[config.mk]
export PLATFORM = sky130hd
export DESIGN_NAME = sdram_maint_seq
export DESIGN_NICKNAME = d
export VERILOG_FILES = /design/src/rtl/sdram_maint_pkg.sv /design/src/rtl/maint_period_timer.sv /design/src/rtl/maint_backlog.sv /design/src/rtl/maint_fsm.sv /design/src/rtl/sdram_maint_seq.sv
export SDC_FILE = /design/constraint.sdc
export NUM_CORES = 1
export LEC_CHECK = 0
export ABC_CLOCK_PERIOD_IN_PS = 5300
export BUFFER_PORTS_ARGS = -buffer_cell sky130_fd_sc_hd__buf_2
export CELL_PAD_IN_SITES_DETAIL_PLACEMENT = 1
export CELL_PAD_IN_SITES_GLOBAL_PLACEMENT = 2
export CORE_MARGIN = 1.5
export CORE_UTILIZATION = 36
export CTS_CLUSTER_DIAMETER = 30
export CTS_CLUSTER_SIZE = 28
export DETAILED_ROUTE_END_ITERATION = 8
export HOLD_SLACK_MARGIN = 0.05
export PLACE_DENSITY = 0.91
export SYNTH_ARGS = -nofsm -noshare
export SYNTH_HDL_FRONTEND = slang
export SYNTH_SLANG_ARGS = --single-unit
[constraint.sdc]
create_clock -name clk -period 5.3 [get_ports clk]
set_input_delay 0.265 -clock clk [delete_from_list [all_inputs] [get_ports clk]]
set_output_delay 0.265 -clock clk [all_outputs]
set_load 0.02 [all_outputs]
[src/rtl/sdram_maint_pkg.sv]
package sdram_maint_pkg;

    typedef enum logic [1:0] {
        ST_IDLE = 2'd0,
        ST_DCAB = 2'd1,
        ST_REFR = 2'd2,
        ST_MRS  = 2'd3
    } seq_state_e;

    typedef struct packed {
        logic dcab;
        logic refr;
        logic mrs;
    } maint_cmd_t;

    localparam int INIT_REFR_DEFAULT = 3;

    function automatic logic cmd_any(input maint_cmd_t c);
        return c.dcab | c.refr | c.mrs;
    endfunction

endpackage

[src/rtl/maint_period_timer.sv]
module maint_period_timer #(
    parameter int PERIOD_W = 12
) (
    input  logic                clk,
    input  logic                rst,
    input  logic                refresh_en,
    input  logic [PERIOD_W-1:0] period,
    output logic                tick
);
    logic [PERIOD_W-1:0] cnt;
    logic [PERIOD_W-1:0] limit;

    // A period of 0 behaves as 1 (tick every cycle)
    assign limit = (period == '0) ? '0 : period - 1'b1;
    assign tick  = refresh_en && (cnt >= limit);

    always_ff @(posedge clk) begin
        if (rst || !refresh_en) begin
            cnt <= '0;
        end else if (tick) begin
            cnt <= '0;
        end else begin
            cnt <= cnt + 1'b1;
        end
    end
endmodule

[src/rtl/maint_backlog.sv]
module maint_backlog #(
    parameter int BACKLOG_W = 2
) (
    input  logic                 clk,
    input  logic                 rst,
    input  logic                 inc,
    input  logic                 dec,
    output logic                 nonzero,
    output logic                 full
);
    localparam logic [BACKLOG_W-1:0] MAXV = '1;

    logic [BACKLOG_W-1:0] owed;

    assign nonzero = (owed != '0);
    assign full    = (owed == MAXV);

    always_ff @(posedge clk) begin
        if (rst) begin
            owed <= MAXV;
        end else if (inc && !dec) begin
            if (owed != MAXV) owed <= owed + 1'b1;
        end else if (dec && !inc) begin
            if (owed != '0) owed <= owed - 1'b1;
        end else if (inc && dec && owed == '0) begin
            owed <= {{(BACKLOG_W-1){1'b0}}, 1'b1};
        end
    end

    // an expiry at the ceiling leaves the count at the ceiling
    p_backlog_sat_r8: assert property (@(posedge clk) disable iff (rst)
        (full && inc && !dec) |=> full);

    // a refresh with nothing owed cannot wrap the count
    p_backlog_floor_r3: assert property (@(posedge clk) disable iff (rst)
        (!nonzero && dec && !inc) |=> !nonzero);
endmodule

[src/rtl/maint_fsm.sv]
module maint_fsm
    import sdram_maint_pkg::*;
#(
    parameter int GAP_W     = 4,
    parameter int INIT_REFR = INIT_REFR_DEFAULT
) (
    input  logic             clk,
    input  logic             rst,
    input  logic             refresh_en,
    input  logic             path_idle,
    input  logic             init_set,
    input  logic             backlog_nz,
    input  logic [GAP_W-1:0] trp_gap,
    input  logic [GAP_W-1:0] trc_gap,
    output maint_cmd_t       cmd,
    output logic             seq_idle,
    output logic             init_pend,
    output logic             init_done
);
    localparam int RL_W = $clog2(INIT_REFR + 1);

    seq_state_e       st, st_n;
    logic [GAP_W-1:0] wcnt, wcnt_n;
    logic             init_mode, init_mode_n;
    logic [RL_W-1:0]  refr_left, refr_left_n;
    logic             gap_open;

    assign gap_open = (wcnt == '0);
    assign seq_idle = (st == ST_IDLE);

    always_comb begin
        st_n        = st;
        wcnt_n      = wcnt;
        init_mode_n = init_mode;
        refr_left_n = refr_left;
        cmd         = '0;
        if (!gap_open) begin
            wcnt_n = wcnt - 1'b1;
        end else begin
            case (st)
                ST_IDLE: begin
                    if (path_idle && init_pend) begin
                        st_n        = ST_DCAB;
                        init_mode_n = 1'b1;
                        refr_left_n = RL_W'(INIT_REFR);
                    end else if (path_idle && refresh_en && backlog_nz) begin
                        st_n        = ST_DCAB;
                        init_mode_n = 1'b0;
                    end
                end
                ST_DCAB: begin
                    cmd.dcab = 1'b1;
                    wcnt_n   = trp_gap;
                    st_n     = ST_REFR;
                end
                ST_REFR: begin
                    if (init_mode) begin
                        cmd.refr    = 1'b1;
                        wcnt_n      = trc_gap;
                        refr_left_n = refr_left - 1'b1;
                        if (refr_left == RL_W'(1)) st_n = ST_MRS;
                    end else if (refresh_en && backlog_nz) begin
                        cmd.refr = 1'b1;
                        wcnt_n   = trc_gap;
                    end else begin
                        st_n = ST_IDLE;
                    end
                end
                ST_MRS: begin
                    cmd.mrs     = 1'b1;
                    init_mode_n = 1'b0;
                    st_n        = ST_IDLE;
                end
                default: st_n = ST_IDLE;
            endcase
        end
    end

    always_ff @(posedge clk) begin
        if (rst) begin
            st        <= ST_IDLE;
            wcnt      <= '0;
            init_mode <= 1'b0;
            refr_left <= '0;
        end else begin
            st        <= st_n;
            wcnt      <= wcnt_n;
            init_mode <= init_mode_n;
            refr_left <= refr_left_n;
        end
    end

    always_ff @(posedge clk) begin
        if (rst) begin
            init_pend <= 1'b0;
            init_done <= 1'b0;
        end else if (cmd.mrs) begin
            init_pend <= 1'b0;
            init_done <= 1'b1;
        end else if (init_set && !init_pend) begin
            init_pend <= 1'b1;
            init_done <= 1'b0;
        end
    end

    // command strobes never overlap
    p_onehot_cmd_r4: assert property (@(posedge clk) disable iff (rst)
        $onehot0({cmd.dcab, cmd.refr, cmd.mrs}));

    // a nonzero precharge gap leaves the next cycle empty
    p_trp_gap_r6: assert property (@(posedge clk) disable iff (rst)
        (cmd.dcab && trp_gap != '0) |=> !cmd_any(cmd));

    // a nonzero refresh gap leaves the next cycle empty
    p_trc_gap_r6: assert property (@(posedge clk) disable iff (rst)
        (cmd.refr && trc_gap != '0) |=> !cmd_any(cmd));

    // no sequence leaves idle while an access is in flight
    p_wait_idle_r9: assert property (@(posedge clk) disable iff (rst)
        (seq_idle && !path_idle) |=> seq_idle);

    // mode-register load finishes the initialization
    p_mrs_done_r10: assert property (@(posedge clk) disable iff (rst)
        cmd.mrs |=> (!init_pend && init_done));
endmodule

[src/rtl/sdram_maint_seq.sv]
module sdram_maint_seq
    import sdram_maint_pkg::*;
#(
    parameter int PERIOD_W  = 12,
    parameter int GAP_W     = 4,
    parameter int BACKLOG_W = 2,
    parameter int INIT_REFR = INIT_REFR_DEFAULT
) (
    input  logic                clk,
    input  logic                rst,
    input  logic                refresh_en,
    input  logic [PERIOD_W-1:0] period,
    input  logic [GAP_W-1:0]    trp_gap,
    input  logic [GAP_W-1:0]    trc_gap,
    input  logic                init_set,
    input  logic                path_idle,
    output logic                maint_req,
    output logic                maint_urgent,
    output logic                cmd_dcab,
    output logic                cmd_refr,
    output logic                cmd_mrs,
    output logic                page_inval,
    output logic                init_busy,
    output logic                init_done
);
    logic       tick;
    logic       owed_nz;
    logic       owed_full;
    logic       seq_idle;
    logic       init_pend;
    maint_cmd_t cmd;

    maint_period_timer #(.PERIOD_W(PERIOD_W)) u_timer (
        .clk        (clk),
        .rst        (rst),
        .refresh_en (refresh_en),
        .period     (period),
        .tick       (tick)
    );

    maint_backlog #(.BACKLOG_W(BACKLOG_W)) u_backlog (
        .clk     (clk),
        .rst     (rst),
        .inc     (tick),
        .dec     (cmd.refr),
        .nonzero (owed_nz),
        .full    (owed_full)
    );

    maint_fsm #(.GAP_W(GAP_W), .INIT_REFR(INIT_REFR)) u_fsm (
        .clk        (clk),
        .rst        (rst),
        .refresh_en (refresh_en),
        .path_idle  (path_idle),
        .init_set   (init_set),
        .backlog_nz (owed_nz),
        .trp_gap    (trp_gap),
        .trc_gap    (trc_gap),
        .cmd        (cmd),
        .seq_idle   (seq_idle),
        .init_pend  (init_pend),
        .init_done  (init_done)
    );

    assign maint_urgent = refresh_en && owed_full;
    assign maint_req    = !seq_idle || init_pend || maint_urgent
                        || (refresh_en && owed_nz && path_idle);
    assign cmd_dcab     = cmd.dcab;
    assign cmd_refr     = cmd.refr;
    assign cmd_mrs      = cmd.mrs;
    assign page_inval   = cmd.dcab;
    assign init_busy    = init_pend;

    // a saturated backlog always holds the arbiter off
    p_urgent_req_r8: assert property (@(posedge clk) disable iff (rst)
        (maint_urgent && !path_idle) |=> maint_req);
endmodule

==> results.sh <==
export IMPL_status="completed"
export IMPL_syn_area_per_cell_um2=8.16
export IMPL_syn_nets=288
export IMPL_first_pass_iters=4
export IMPL_max_slew_margin_rel_pct=62.7
export IMPL_synth_edf_count=0
export IMPL_numClockSinks=25
export IMPL_p_leak_nw=1.03
export IMPL_antenna_left=0
export IMPL_grt_pass1_wl_um=7980
export IMPL_grtUsageTotal_pct=16.3
export IMPL_busiest_layer="met2"
export IMPL_vias=1719
export IMPL_num_rows=26
export IMPL_path_clk_slew_ns=0.10
export IMPL_synth_xor_area_share_pct=8.50
export IMPL_worstMarginPinSlew_ns=0.558
export IMPL_arrival_ns=3.21
export IMPL_cts_setup_buffers=0
export IMPL_cp_data_required_time_ns=5.50
export IMPL_async_reset_ff_share_pct=0
export IMPL_routed_wl_um=4580
export IMPL_drt_iter0_markers=32
export IMPL_synthAdderAreaFrac_pct=14.7
export IMPL_areaGrowthSynthToFinish_pct=13.8
export IMPL_power_density_nw_per_um2=286
export IMPL_hold_ws_ns=0.254
export IMPL_stdcell_count=341
export IMPL_setup_tns_ns=0
export IMPL_period_needed_ns=3.02
export IMPL_cts_tree="yes"
export IMPL_insertion_delay_ns=0.27
export IMPL_fin_crit_sh_pct=57.0
export IMPL_whs_path_depth=3
export IMPL_numCtsBuffers=3
export IMPL_antenna_cells=0
export IMPL_final_common_cell="buf_2"
export IMPL_grt_pass1_vias=1715
export IMPL_grt_ovfl_total=0
export IMPL_ir_drop_v=0.000118
export IMPL_start_util_pct=37.9
export IMPL_fmax_mhz=331
export IMPL_synthFlopType="dfxtp_1"
export IMPL_synth_area_mux_share_pct=2.56
export IMPL_placed_area_um2=2180
export IMPL_wl_per_cell_um=13.4
export IMPL_synth_area_leaders="dfxtp_1, ha_1, nand2_1, nor2_1, xor2_1"
export IMPL_place_inst=337
export IMPL_hold_viol=0
export IMPL_clockBufferDepth=2
export IMPL_ys_seq_elements=25
export IMPL_rsz0062_at_grt="no"
export IMPL_yosysSeqAreaShare_pct=25.6
export IMPL_met3_usage_pct=2.74
export IMPL_gp_routability_congestion=0.805
export IMPL_synth_largest_area_cell="dfxtp_1"
export IMPL_critPathLaunchType="input port"
export IMPL_synth_compound_area_share_pct=16.2
export IMPL_finalInstanceArea_um2=2230
export IMPL_crit_fanout=12
export IMPL_antenna_found_initial=0
export IMPL_pre_cts_slack_ns=1.97
export IMPL_use_met1_pct=19.4
export IMPL_layout_common_cells="buf_2, nand2_1, nor2_1, dfxtp_1, ha_1"
export IMPL_die_x_um=76.8
export IMPL_crit_type="input port to register"
export IMPL_htreeDepth=1
export IMPL_setup_viol=0
export IMPL_hp_class="input port to register"
export IMPL_use_met2_pct=30.8
export IMPL_via_per_inst=5.04
export IMPL_cts_hold_buffers=0
export IMPL_max_cap_violations=0
export IMPL_synth_cell_type_count=45
export IMPL_final_max_slew_viol_count=0
export IMPL_core_area_um2=5170
export IMPL_die_area_um2=5890
export IMPL_die_y_um=76.8
export IMPL_finClkSkew_ns=0.0131
export IMPL_cts_root_buffer="clkbuf_8"
export IMPL_reg2reg_depth=7
export IMPL_synth_top_area_share_pct=25.6
export IMPL_drive_gt1_share_pct=17.3
export IMPL_endpoint_kind="register"
export IMPL_grt_max_degree=16
export IMPL_worst_slack_ns=2.28
export IMPL_drc_errors=0
export IMPL_ioPinCount=33
export IMPL_yosys_warnings=0
export IMPL_synth_top_family_by_area="simple AND/OR/NAND/NOR gates"
export IMPL_nFillCells=673
export IMPL_nets=320
export IMPL_synthSimpleGateAreaFrac_pct=27.7
export IMPL_synthesis_area_um2=1960
export IMPL_synthCells=240
export IMPL_cts_resized=0
export IMPL_port_buffers=32
export IMPL_place_hpwl_um=3740
==> registers in the layout, indices dropped and copies added (netlist names) <==
name and cells:
u_timer.cnt 12, u_fsm.wcnt 4, u_backlog.owed 2, u_fsm.refr_left 2, u_fsm.st 2, u_fsm.init_done 1, u_fsm.init_mode 1, u_fsm.init_pend 1
==> area by class of cell <==
| cell class | instances | area (µm²) | area share [%] |
|---|---|---|---|
| inverter | 18 | 67.6 | 3.03 |
| clock inverter | 1 | 7.51 | 0.337 |
| multi-input combinational | 192 | 1360 | 61.2 |
| tap | 70 | 87.6 | 3.93 |
| timing repair buffer | 32 | 160 | 7.19 |
| sequential | 25 | 500 | 22.5 |
| clock buffer | 3 | 41.3 | 1.85 |
==> synth_stat cells (2+ instances only) <==
cell        n
ha_1       23
or3_1       2
inv_1      18
nor3_1      9
nand3b_1    2
a211o_1     2
xnor2_1     8
and3_1      6
a311oi_1    2
dfxtp_1    25
or4_1       2
nand2b_1    2
a211oi_1    3
o211ai_1    3
or2b_2      2
nand2_1    28
xor2_1     11
a21oi_1    15
and2_1      2
a31oi_1     2
nand3_1     5
nor2_1     28
a2111oi_4   2
buf_2       3
o21ai_0     6
mux2i_1     5
nor2b_1     6
==> final timing paths <==
kind	from	to	slack, ns
max	period[7]	u_timer.cnt[6]	2.28
min	init_set	u_fsm.init_pend	0.25
max reg2reg	u_fsm.wcnt[0]	u_backlog.owed[0]	3.01
min reg2reg	u_fsm.init_done	u_fsm.init_done	0.50
==> layer usage <==
layer	up-vias	wire, µm
li1	892	-
met1	810	2120
met2	15	2340
met3	2	108
met4	0	16
met5	-	0
==> power by group <==
group	switching (mW)	internal (mW)	leakage [nW]
registers	0.0250	0.214	0.203
logic	0.166	0.116	0.804
clock network	0.0630	0.0533	0.0217
total	0.254	0.383	1.03
==> critical path, stage by stage <==
cell	delay [ns]
buf_2	0.11
or4_1	0.58
nor3_2	0.23
nand3_1	0.34
nand2_1	0.17
ha_1	0.27
and4_1	0.21
nand2_1	0.07
o211ai_1	0.15
nor3_1	0.25
nand3b_1	0.37
nor2_1	0.21
==> stage by stage <==
step	utilization [%]	total power, mW
6_report	43.1	0.637
5_1_grt	43.1	0.694
4_1_cts	43.1	0.648
3_5_place_dp	42.1	0.530
3_3_place_gp	42.1	0.517
2_1_floorplan	-	0.458
==> logic make-up (layout without fill, tap and decap cells) <==
group                    count (synthesis)  count (layout)
AO/OA/AOI/OAI                           41              41
XOR/XNOR                                19              19
adder cells (fa/ha/maj)                 23              23
buffers and inverters                   23              54
flip-flops                              25              25
multiplexers                             5               5
AND/OR/NAND/NOR                        104             104
Note: power is estimated with default switching activity, not from simulation.
